[config.mk]
export PLATFORM = sky130hd
export DESIGN_NAME = pw_rx_top
export DESIGN_NICKNAME = d
export VERILOG_FILES = /design/src/rtl/pw_rx_pkg.sv /design/src/rtl/pw_rx_datapath.sv /design/src/rtl/pw_rx_control.sv /design/src/rtl/pw_rx_top.sv
export SDC_FILE = /design/constraint.sdc
export NUM_CORES = 1
export LEC_CHECK = 0
export BUFFER_PORTS_ARGS = -buffer_cell sky130_fd_sc_hd__buf_2
export CORE_UTILIZATION = 34
export DETAILED_ROUTE_END_ITERATION = 16
export PLACE_DENSITY = 0.65
export SLEW_MARGIN = 20
export SYNTH_ARGS = -nofsm -noshare
export SYNTH_HDL_FRONTEND = slang
export SYNTH_SLANG_ARGS = --single-unit
[constraint.sdc]
create_clock -name clk -period 9.4 [get_ports clk]
set_clock_uncertainty 0.05 [all_clocks]
set_input_delay 0.47 -clock clk [delete_from_list [all_inputs] [get_ports clk]]
set_output_delay 0.47 -clock clk [all_outputs]
set_load 0.05 [all_outputs]
[src/rtl/pw_rx_pkg.sv]
package pw_rx_pkg;
  localparam int REG_W = 32;

  // control register bit positions
  localparam int CTL_SNOOP = 20;
  localparam int CTL_FULLIE = 8;
  localparam int CTL_ERRIE = 5;
  localparam int CTL_RELEASE = 1;
  localparam int CTL_EN = 0;
  localparam logic [REG_W-1:0] CTL_KEEP =
    (REG_W'(1) << CTL_SNOOP) | (REG_W'(1) << CTL_FULLIE) |
    (REG_W'(1) << CTL_ERRIE) | (REG_W'(1) << CTL_EN);

  // status register bit positions
  localparam int STS_FULL = 20;
  localparam int STS_ERR = 7;
  localparam int STS_FULLINT = 4;
  localparam int STS_DROP = 3;
  localparam int STS_BUSY = 2;

  localparam logic [1:0] ADR_CTL = 2'd0;
  localparam logic [1:0] ADR_STS = 2'd1;
  localparam logic [1:0] ADR_BASE = 2'd2;

  typedef enum logic [1:0] {RX_IDLE, RX_TAKE, RX_SKIP} rxState_e;

  typedef struct packed {
    logic firstWord;
    logic nextWord;
    logic baseLoad;
  } dpStrobe_t;
endpackage

[src/rtl/pw_rx_datapath.sv]
module pw_rx_datapath
  import pw_rx_pkg::*;
#(
  parameter int DATA_W = 32,
  parameter int ADDR_W = 32,
  parameter int WORDS = 16,
  parameter int CNT_W = 5
) (
  input  logic              clk,
  input  logic              rstN,
  input  dpStrobe_t         strb,
  input  logic [ADDR_W-1:0] baseIn,
  input  logic [DATA_W-1:0] wordIn,
  output logic [ADDR_W-1:0] baseAddr,
  output logic [CNT_W-1:0]  wordCnt,
  output logic              memWrEn,
  output logic [ADDR_W-1:0] memWrAddr,
  output logic [DATA_W-1:0] memWrData
);
  localparam int SHIFT = $clog2(DATA_W / 8);
  localparam logic [ADDR_W-1:0] SPAN = ADDR_W'(WORDS * (DATA_W / 8));

  logic [CNT_W-1:0] idx;
  logic take;

  assign take = strb.firstWord | strb.nextWord;
  assign idx = strb.firstWord ? '0 : wordCnt;

  always_ff @(posedge clk) begin
    if (!rstN) begin
      baseAddr <= '0;
      wordCnt <= '0;
      memWrEn <= 1'b0;
      memWrAddr <= '0;
      memWrData <= '0;
    end else begin
      memWrEn <= take && (idx < CNT_W'(WORDS));
      if (take) begin
        wordCnt <= (idx == CNT_W'(WORDS)) ? idx : idx + 1'b1;
        memWrAddr <= baseAddr + (ADDR_W'(idx) << SHIFT);
        memWrData <= wordIn;
      end
      if (strb.baseLoad) baseAddr <= baseIn;
    end
  end

  // every slot write lands inside the 16-word window above base
  a_r2_addr_in_slot: assert property (@(posedge clk) disable iff (!rstN)
    memWrEn |-> ((memWrAddr - baseAddr) < SPAN));
endmodule

[src/rtl/pw_rx_control.sv]
module pw_rx_control
  import pw_rx_pkg::*;
#(
  parameter int WORDS = 16,
  parameter int CNT_W = 5
) (
  input  logic             clk,
  input  logic             rstN,
  input  logic             regWrEn,
  input  logic [1:0]       regAddr,
  input  logic [REG_W-1:0] regWrData,
  input  logic             pwValid,
  input  logic             pwLast,
  input  logic             pwErr,
  input  logic [CNT_W-1:0] wordCnt,
  output dpStrobe_t        strb,
  output logic [REG_W-1:0] ctlReg,
  output logic [REG_W-1:0] stsReg,
  output logic             irq,
  output logic             enabled,
  output logic             idle,
  output logic             slotFull
);
  rxState_e state, stateNxt;
  logic errSeen, errFlag, fullInt, dropFlag;
  logic ctlWr, stsWr, startTake, startSkip, dropNow, wordIn, wordEnd;
  logic errNow, goodEnd, badEnd, countOk;

  assign ctlWr = regWrEn && (regAddr == ADR_CTL);
  assign stsWr = regWrEn && (regAddr == ADR_STS);
  assign enabled = ctlReg[CTL_EN];
  assign idle = (state == RX_IDLE);

  assign startTake = idle && pwValid && enabled && !slotFull;
  assign startSkip = idle && pwValid && !(enabled && !slotFull);
  assign dropNow = idle && pwValid && enabled && slotFull;
  assign wordIn = startTake || ((state == RX_TAKE) && pwValid);
  assign wordEnd = wordIn && pwLast;
  assign errNow = errSeen || pwErr;
  assign countOk = startTake ? (WORDS == 1) : (wordCnt == CNT_W'(WORDS - 1));
  assign goodEnd = wordEnd && !errNow && countOk;
  assign badEnd = wordEnd && !goodEnd;

  assign strb.firstWord = startTake;
  assign strb.nextWord = (state == RX_TAKE) && pwValid;
  assign strb.baseLoad = regWrEn && (regAddr == ADR_BASE) && !enabled && idle;

  always_comb begin
    stateNxt = state;
    unique case (state)
      RX_IDLE: begin
        if (startTake && !pwLast) stateNxt = RX_TAKE;
        else if (startSkip && !pwLast) stateNxt = RX_SKIP;
      end
      RX_TAKE: if (wordEnd) stateNxt = RX_IDLE;
      RX_SKIP: if (pwValid && pwLast) stateNxt = RX_IDLE;
      default: stateNxt = RX_IDLE;
    endcase
  end

  always_ff @(posedge clk) begin
    if (!rstN) begin
      state <= RX_IDLE;
      ctlReg <= '0;
      errSeen <= 1'b0;
      slotFull <= 1'b0;
      fullInt <= 1'b0;
      dropFlag <= 1'b0;
      errFlag <= 1'b0;
    end else begin
      state <= stateNxt;
      if (ctlWr) ctlReg <= regWrData & CTL_KEEP;
      if (wordEnd) errSeen <= 1'b0;
      else if (wordIn) errSeen <= errNow;

      if (goodEnd) slotFull <= 1'b1;
      else if (ctlWr && regWrData[CTL_RELEASE]) slotFull <= 1'b0;

      if (goodEnd) fullInt <= 1'b1;
      else if (stsWr && regWrData[STS_FULLINT]) fullInt <= 1'b0;

      if (dropNow) dropFlag <= 1'b1;
      else if (stsWr && regWrData[STS_DROP]) dropFlag <= 1'b0;

      if (badEnd) errFlag <= 1'b1;
      else if (stsWr && regWrData[STS_ERR] && !enabled) errFlag <= 1'b0;
    end
  end

  always_comb begin
    stsReg = '0;
    stsReg[STS_FULL] = slotFull;
    stsReg[STS_ERR] = errFlag;
    stsReg[STS_FULLINT] = fullInt;
    stsReg[STS_DROP] = dropFlag;
    stsReg[STS_BUSY] = (state == RX_TAKE);
  end

  assign irq = (fullInt && ctlReg[CTL_FULLIE]) || (errFlag && ctlReg[CTL_ERRIE]);

  // error flag survives any cycle in which the unit is enabled
  a_r8_err_kept_enabled: assert property (@(posedge clk) disable iff (!rstN)
    (errFlag && enabled) |=> errFlag);
  // slot-full never rises without the full-interrupt flag
  a_r3_full_with_int: assert property (@(posedge clk) disable iff (!rstN)
    $rose(slotFull) |-> fullInt);
  // a payload arriving at a full slot leaves it full
  a_r4_drop_keeps_full: assert property (@(posedge clk) disable iff (!rstN)
    (idle && pwValid && slotFull && !ctlWr) |=> slotFull);
endmodule

[src/rtl/pw_rx_top.sv]
module pw_rx_top
  import pw_rx_pkg::*;
#(
  parameter int DATA_W = 32,
  parameter int ADDR_W = 32,
  parameter int WORDS = 16
) (
  input  logic              clk,
  input  logic              rstN,
  input  logic              regWrEn,
  input  logic [1:0]        regAddr,
  input  logic [31:0]       regWrData,
  output logic [31:0]       regRdData,
  input  logic              pwValid,
  input  logic [DATA_W-1:0] pwData,
  input  logic              pwLast,
  input  logic              pwErr,
  output logic              memWrEn,
  output logic [ADDR_W-1:0] memWrAddr,
  output logic [DATA_W-1:0] memWrData,
  output logic              irq
);
  localparam int CNT_W = $clog2(WORDS + 1);

  dpStrobe_t strb;
  logic [CNT_W-1:0] wordCnt;
  logic [ADDR_W-1:0] baseAddr;
  logic [REG_W-1:0] ctlReg, stsReg;
  logic enabled, idle, slotFull;

  pw_rx_control #(.WORDS(WORDS), .CNT_W(CNT_W)) ctl_i (
    .clk(clk), .rstN(rstN), .regWrEn(regWrEn), .regAddr(regAddr),
    .regWrData(regWrData), .pwValid(pwValid), .pwLast(pwLast), .pwErr(pwErr),
    .wordCnt(wordCnt), .strb(strb), .ctlReg(ctlReg), .stsReg(stsReg),
    .irq(irq), .enabled(enabled), .idle(idle), .slotFull(slotFull)
  );

  pw_rx_datapath #(.DATA_W(DATA_W), .ADDR_W(ADDR_W), .WORDS(WORDS), .CNT_W(CNT_W)) dp_i (
    .clk(clk), .rstN(rstN), .strb(strb), .baseIn(regWrData[ADDR_W-1:0]),
    .wordIn(pwData), .baseAddr(baseAddr), .wordCnt(wordCnt),
    .memWrEn(memWrEn), .memWrAddr(memWrAddr), .memWrData(memWrData)
  );

  always_comb begin
    unique case (regAddr)
      ADR_CTL:  regRdData = ctlReg;
      ADR_STS:  regRdData = stsReg;
      ADR_BASE: regRdData = REG_W'(baseAddr);
      default:  regRdData = '0;
    endcase
  end

  // an idle, disabled unit produces no slot write next cycle
  a_r9_off_no_write: assert property (@(posedge clk) disable iff (!rstN)
    (!enabled && idle) |=> !memWrEn);
  // a payload arriving at a full slot is never written
  a_r4_full_no_write: assert property (@(posedge clk) disable iff (!rstN)
    (idle && slotFull && pwValid) |=> !memWrEn);
endmodule

==> results.json <==
{
  "grt_first_pass_wirelength_um": 24660,
  "fin_setup_tns_ns": 0,
  "yosysMostFrequentCell": "nand2_1",
  "crit_fanout": 14,
  "ys_async_sr_fraction": 0,
  "vias_per_cell": 5.151,
  "worstPathArrival_ns": 3.91,
  "syn_avg_cell_area_um2": 7.681,
  "synth_cell_types": 54,
  "fillers": 1569,
  "grt_setup_unrepaired": "false",
  "diodes": 0,
  "reg2reg_slack_ns": 5.77,
  "cts_hold_buf": 0,
  "die_w_um": 126.1,
  "slew_headroom": 0.3390,
  "grt_use_total": 0.1993,
  "comb_power_share": 0.068,
  "status": "finished clean",
  "drt-wirelength-per-cell_um": 15.23,
  "place_area_um2": 6171,
  "numCtsBuffers": 17,
  "clkPwrFrac": 0.536,
  "synth_top_area_cell": "dfxtp_1",
  "synth_edf_count": 0,
  "clkTransAtPathRegs_ns": 0.05,
  "pwr-share-seq": 0.396,
  "synth_flop_cell": "dfxtp_1",
  "finalSetupViolations": 0,
  "post-route-min-period_ns": 3.629,
  "setup.worst_path.end_class": "flip-flop",
  "tightest_slew_ns": 0.9915,
  "ys_ff_latch": 113,
  "num_rows": 45,
  "core_area_um2": 15150,
  "cts_resized": 0,
  "synth.area.top_cells": "dfxtp_1 (43%), nand2_1 (12%), a21oi_1 (7.5%)",
  "start_kind": "flip-flop",
  "drc_errors": 0,
  "portBuffers": 169,
  "cp.required_ns": 9.68,
  "clock_latency_ns": 0.42,
  "grt_pass1_vias": 4625,
  "final-hold-violation-count": 0,
  "cts_tree": "done",
  "worst_slack_ns": 5.771,
  "fin_cells": 1023,
  "dp_hpwl_um": 10700,
  "gp_congestion": 0.7989,
  "fin_nets": 899,
  "syn_to_final_growth_pct": 29.71,
  "synthTopCellsByCount": "nand2_1 (173), dfxtp_1 (113), a21oi_1 (78)",
  "hp-class": "input port to flip-flop",
  "start_util": 0.3459,
  "maxCapViolCount": 0,
  "wl_um": 15580,
  "slew_viol_final": 0,
  "gr-total-overflow": 0,
  "synth_nets": 758,
  "die_y_um": 126.1,
  "dr.pass1.iters": 5,
  "power_density_nw_per_um2": 186.0,
  "grt_max_degree": 94,
  "antenna_left": 0,
  "vdd_ir_drop_max_mv": 0.1150,
  "syn_inst": 682,
  "clock_sinks": 113,
  "vias": 5269,
  "ioPinCount": 170,
  "switching_power_uw": 294.3,
  "dp_cells": 992,
  "period_share": 0.3860,
  "clock-root-buffer": "clkbuf_16",
  "synth_top_area_frac": 0.4318,
  "leakage_uw": 0.002791,
  "yosys_warnings": 0,
  "cts-htree-levels": 4,
  "p_int_uw": 969.3,
  "die_area_um2": 15910,
  "drive_gt1_frac": 0.2587,
  "grt_antenna_before_repair": 1,
  "worstSetupPathType": "flip-flop to flip-flop",
  "switching_share": 0.2329,
  "dr.first_iter.drc_count": 296,
  "seq_area_frac_synth": 0.4318,
  "cts_buffer_depth": 2,
  "dp_slack_ns": 5.471,
  "fin_area_um2": 6795,
  "post_cts_buffers": 0,
  "synth.cell_area_um2": 5239,
  "fmax_mhz": 275.6
}
placed cells by master (no fill, tap or decap), drive strengths merged, types with 4 or more instances in the layout:
cell,count
ha,4
nand4,12
nor2b,4
a31oi,19
dfxtp,113
clkbuf,20
a22o,4
bufinv,4
a21oi,78
and2,29
mux2i,10
inv,9
buf,175
and3,4
or4,11
nand2,173
or3,9
nor3,5
nand4b,4
xnor2,5
clkinv,6
o21ai,28
nand3,20
o31ai,13
nor2,35
sequential cells by signal (all words and copies together) (netlist names), 2 cells and up:
name	cells
ctl_i.ctlReg	4
ctl_i.state	2
dp_i.memWrAddr	32
dp_i.wordCnt	5
dp_i.baseAddr	32
dp_i.memWrData	32
stage by stage:
step	total power, µW	hold slack (ns)	utilization
2_1_floorplan	560.9	0.3906	-
5_1_grt	1310	0.2222	0.4487
3_3_place_gp	595.3	0.3888	0.4074
4_1_cts	1274	0.2233	0.4482
6_report	1264	0.2363	0.4487
3_5_place_dp	595.9	0.3907	0.4074
routing by layer:
| metal | part of all wire | track usage |
|---|---|---|
| met1 | 0.48 | 0.2793 |
| met2 | 0.44 | 0.2912 |
| met3 | 0.059 | 0.05650 |
| met4 | 0.018 | 0.06804 |
| met5 | 0.00083 | 0 |
power by group through the flow:
| stage | logic, µW | registers (µW) | clock network (µW) |
|---|---|---|---|
| floorplan | 41.2 | 520 | 0 |
| global placement | 85.2 | 510 | 0 |
| detailed placement | 85.5 | 510 | 0 |
| CTS | 85.8 | 500 | 688 |
| global route | 93.0 | 502 | 715 |
| finish | 85.4 | 501 | 678 |
final timing paths:
path                                    startpoint            endpoint  depth (start not counted)
worst max-delay path               ctl_i.ctlReg[0]  dp_i.memWrAddr[18]                         12
worst max register to register     ctl_i.ctlReg[0]  dp_i.memWrAddr[18]                         12
worst min-delay path                    pwData[17]  dp_i.memWrData[17]                          3
worst min register to register  dp_i.memWrAddr[14]  dp_i.memWrAddr[14]                          2
worst max-delay path: stages (launching register included):
cell and delay (ns):
dfxtp_1 0.41, nor2b_1 0.41, nand2_1 0.37, nand2_1 0.23, inv_1 0.06, ha_1 0.21, ha_1 0.23, a221oi_1 0.22
nor2_1 0.09, a31o_1 0.25, a31oi_2 0.55, o21ai_0 0.18, a311oi_1 0.25
kinds of logic (layout without fill, tap and decap cells):
family / Yosys count / after routing / share of synthesized area
AOI/OAI and AO/OA: 170 / 170 / 0.1951
xor gates and xnor gates: 8 / 8 / 0.01338
adders and majority gates: 4 / 4 / 0.009554
buffers and inverters: 62 / 215 / 0.04705
DFF: 113 / 113 / 0.4318
muxes: 10 / 10 / 0.01911
and+or+nand+nor: 315 / 315 / 0.2840
cell type report:
class	instances	area, µm²	area share
multi-input combinational	507	2755	0.4054
sequential	113	2262	0.3329
timing repair buffer	175	890.9	0.1311
clock buffer	20	456.7	0.06721
tap	188	235.2	0.03462
clock inverter	11	161.4	0.02375
inverter	9	33.78	0.004971
Power figures use the tool's default switching activity.
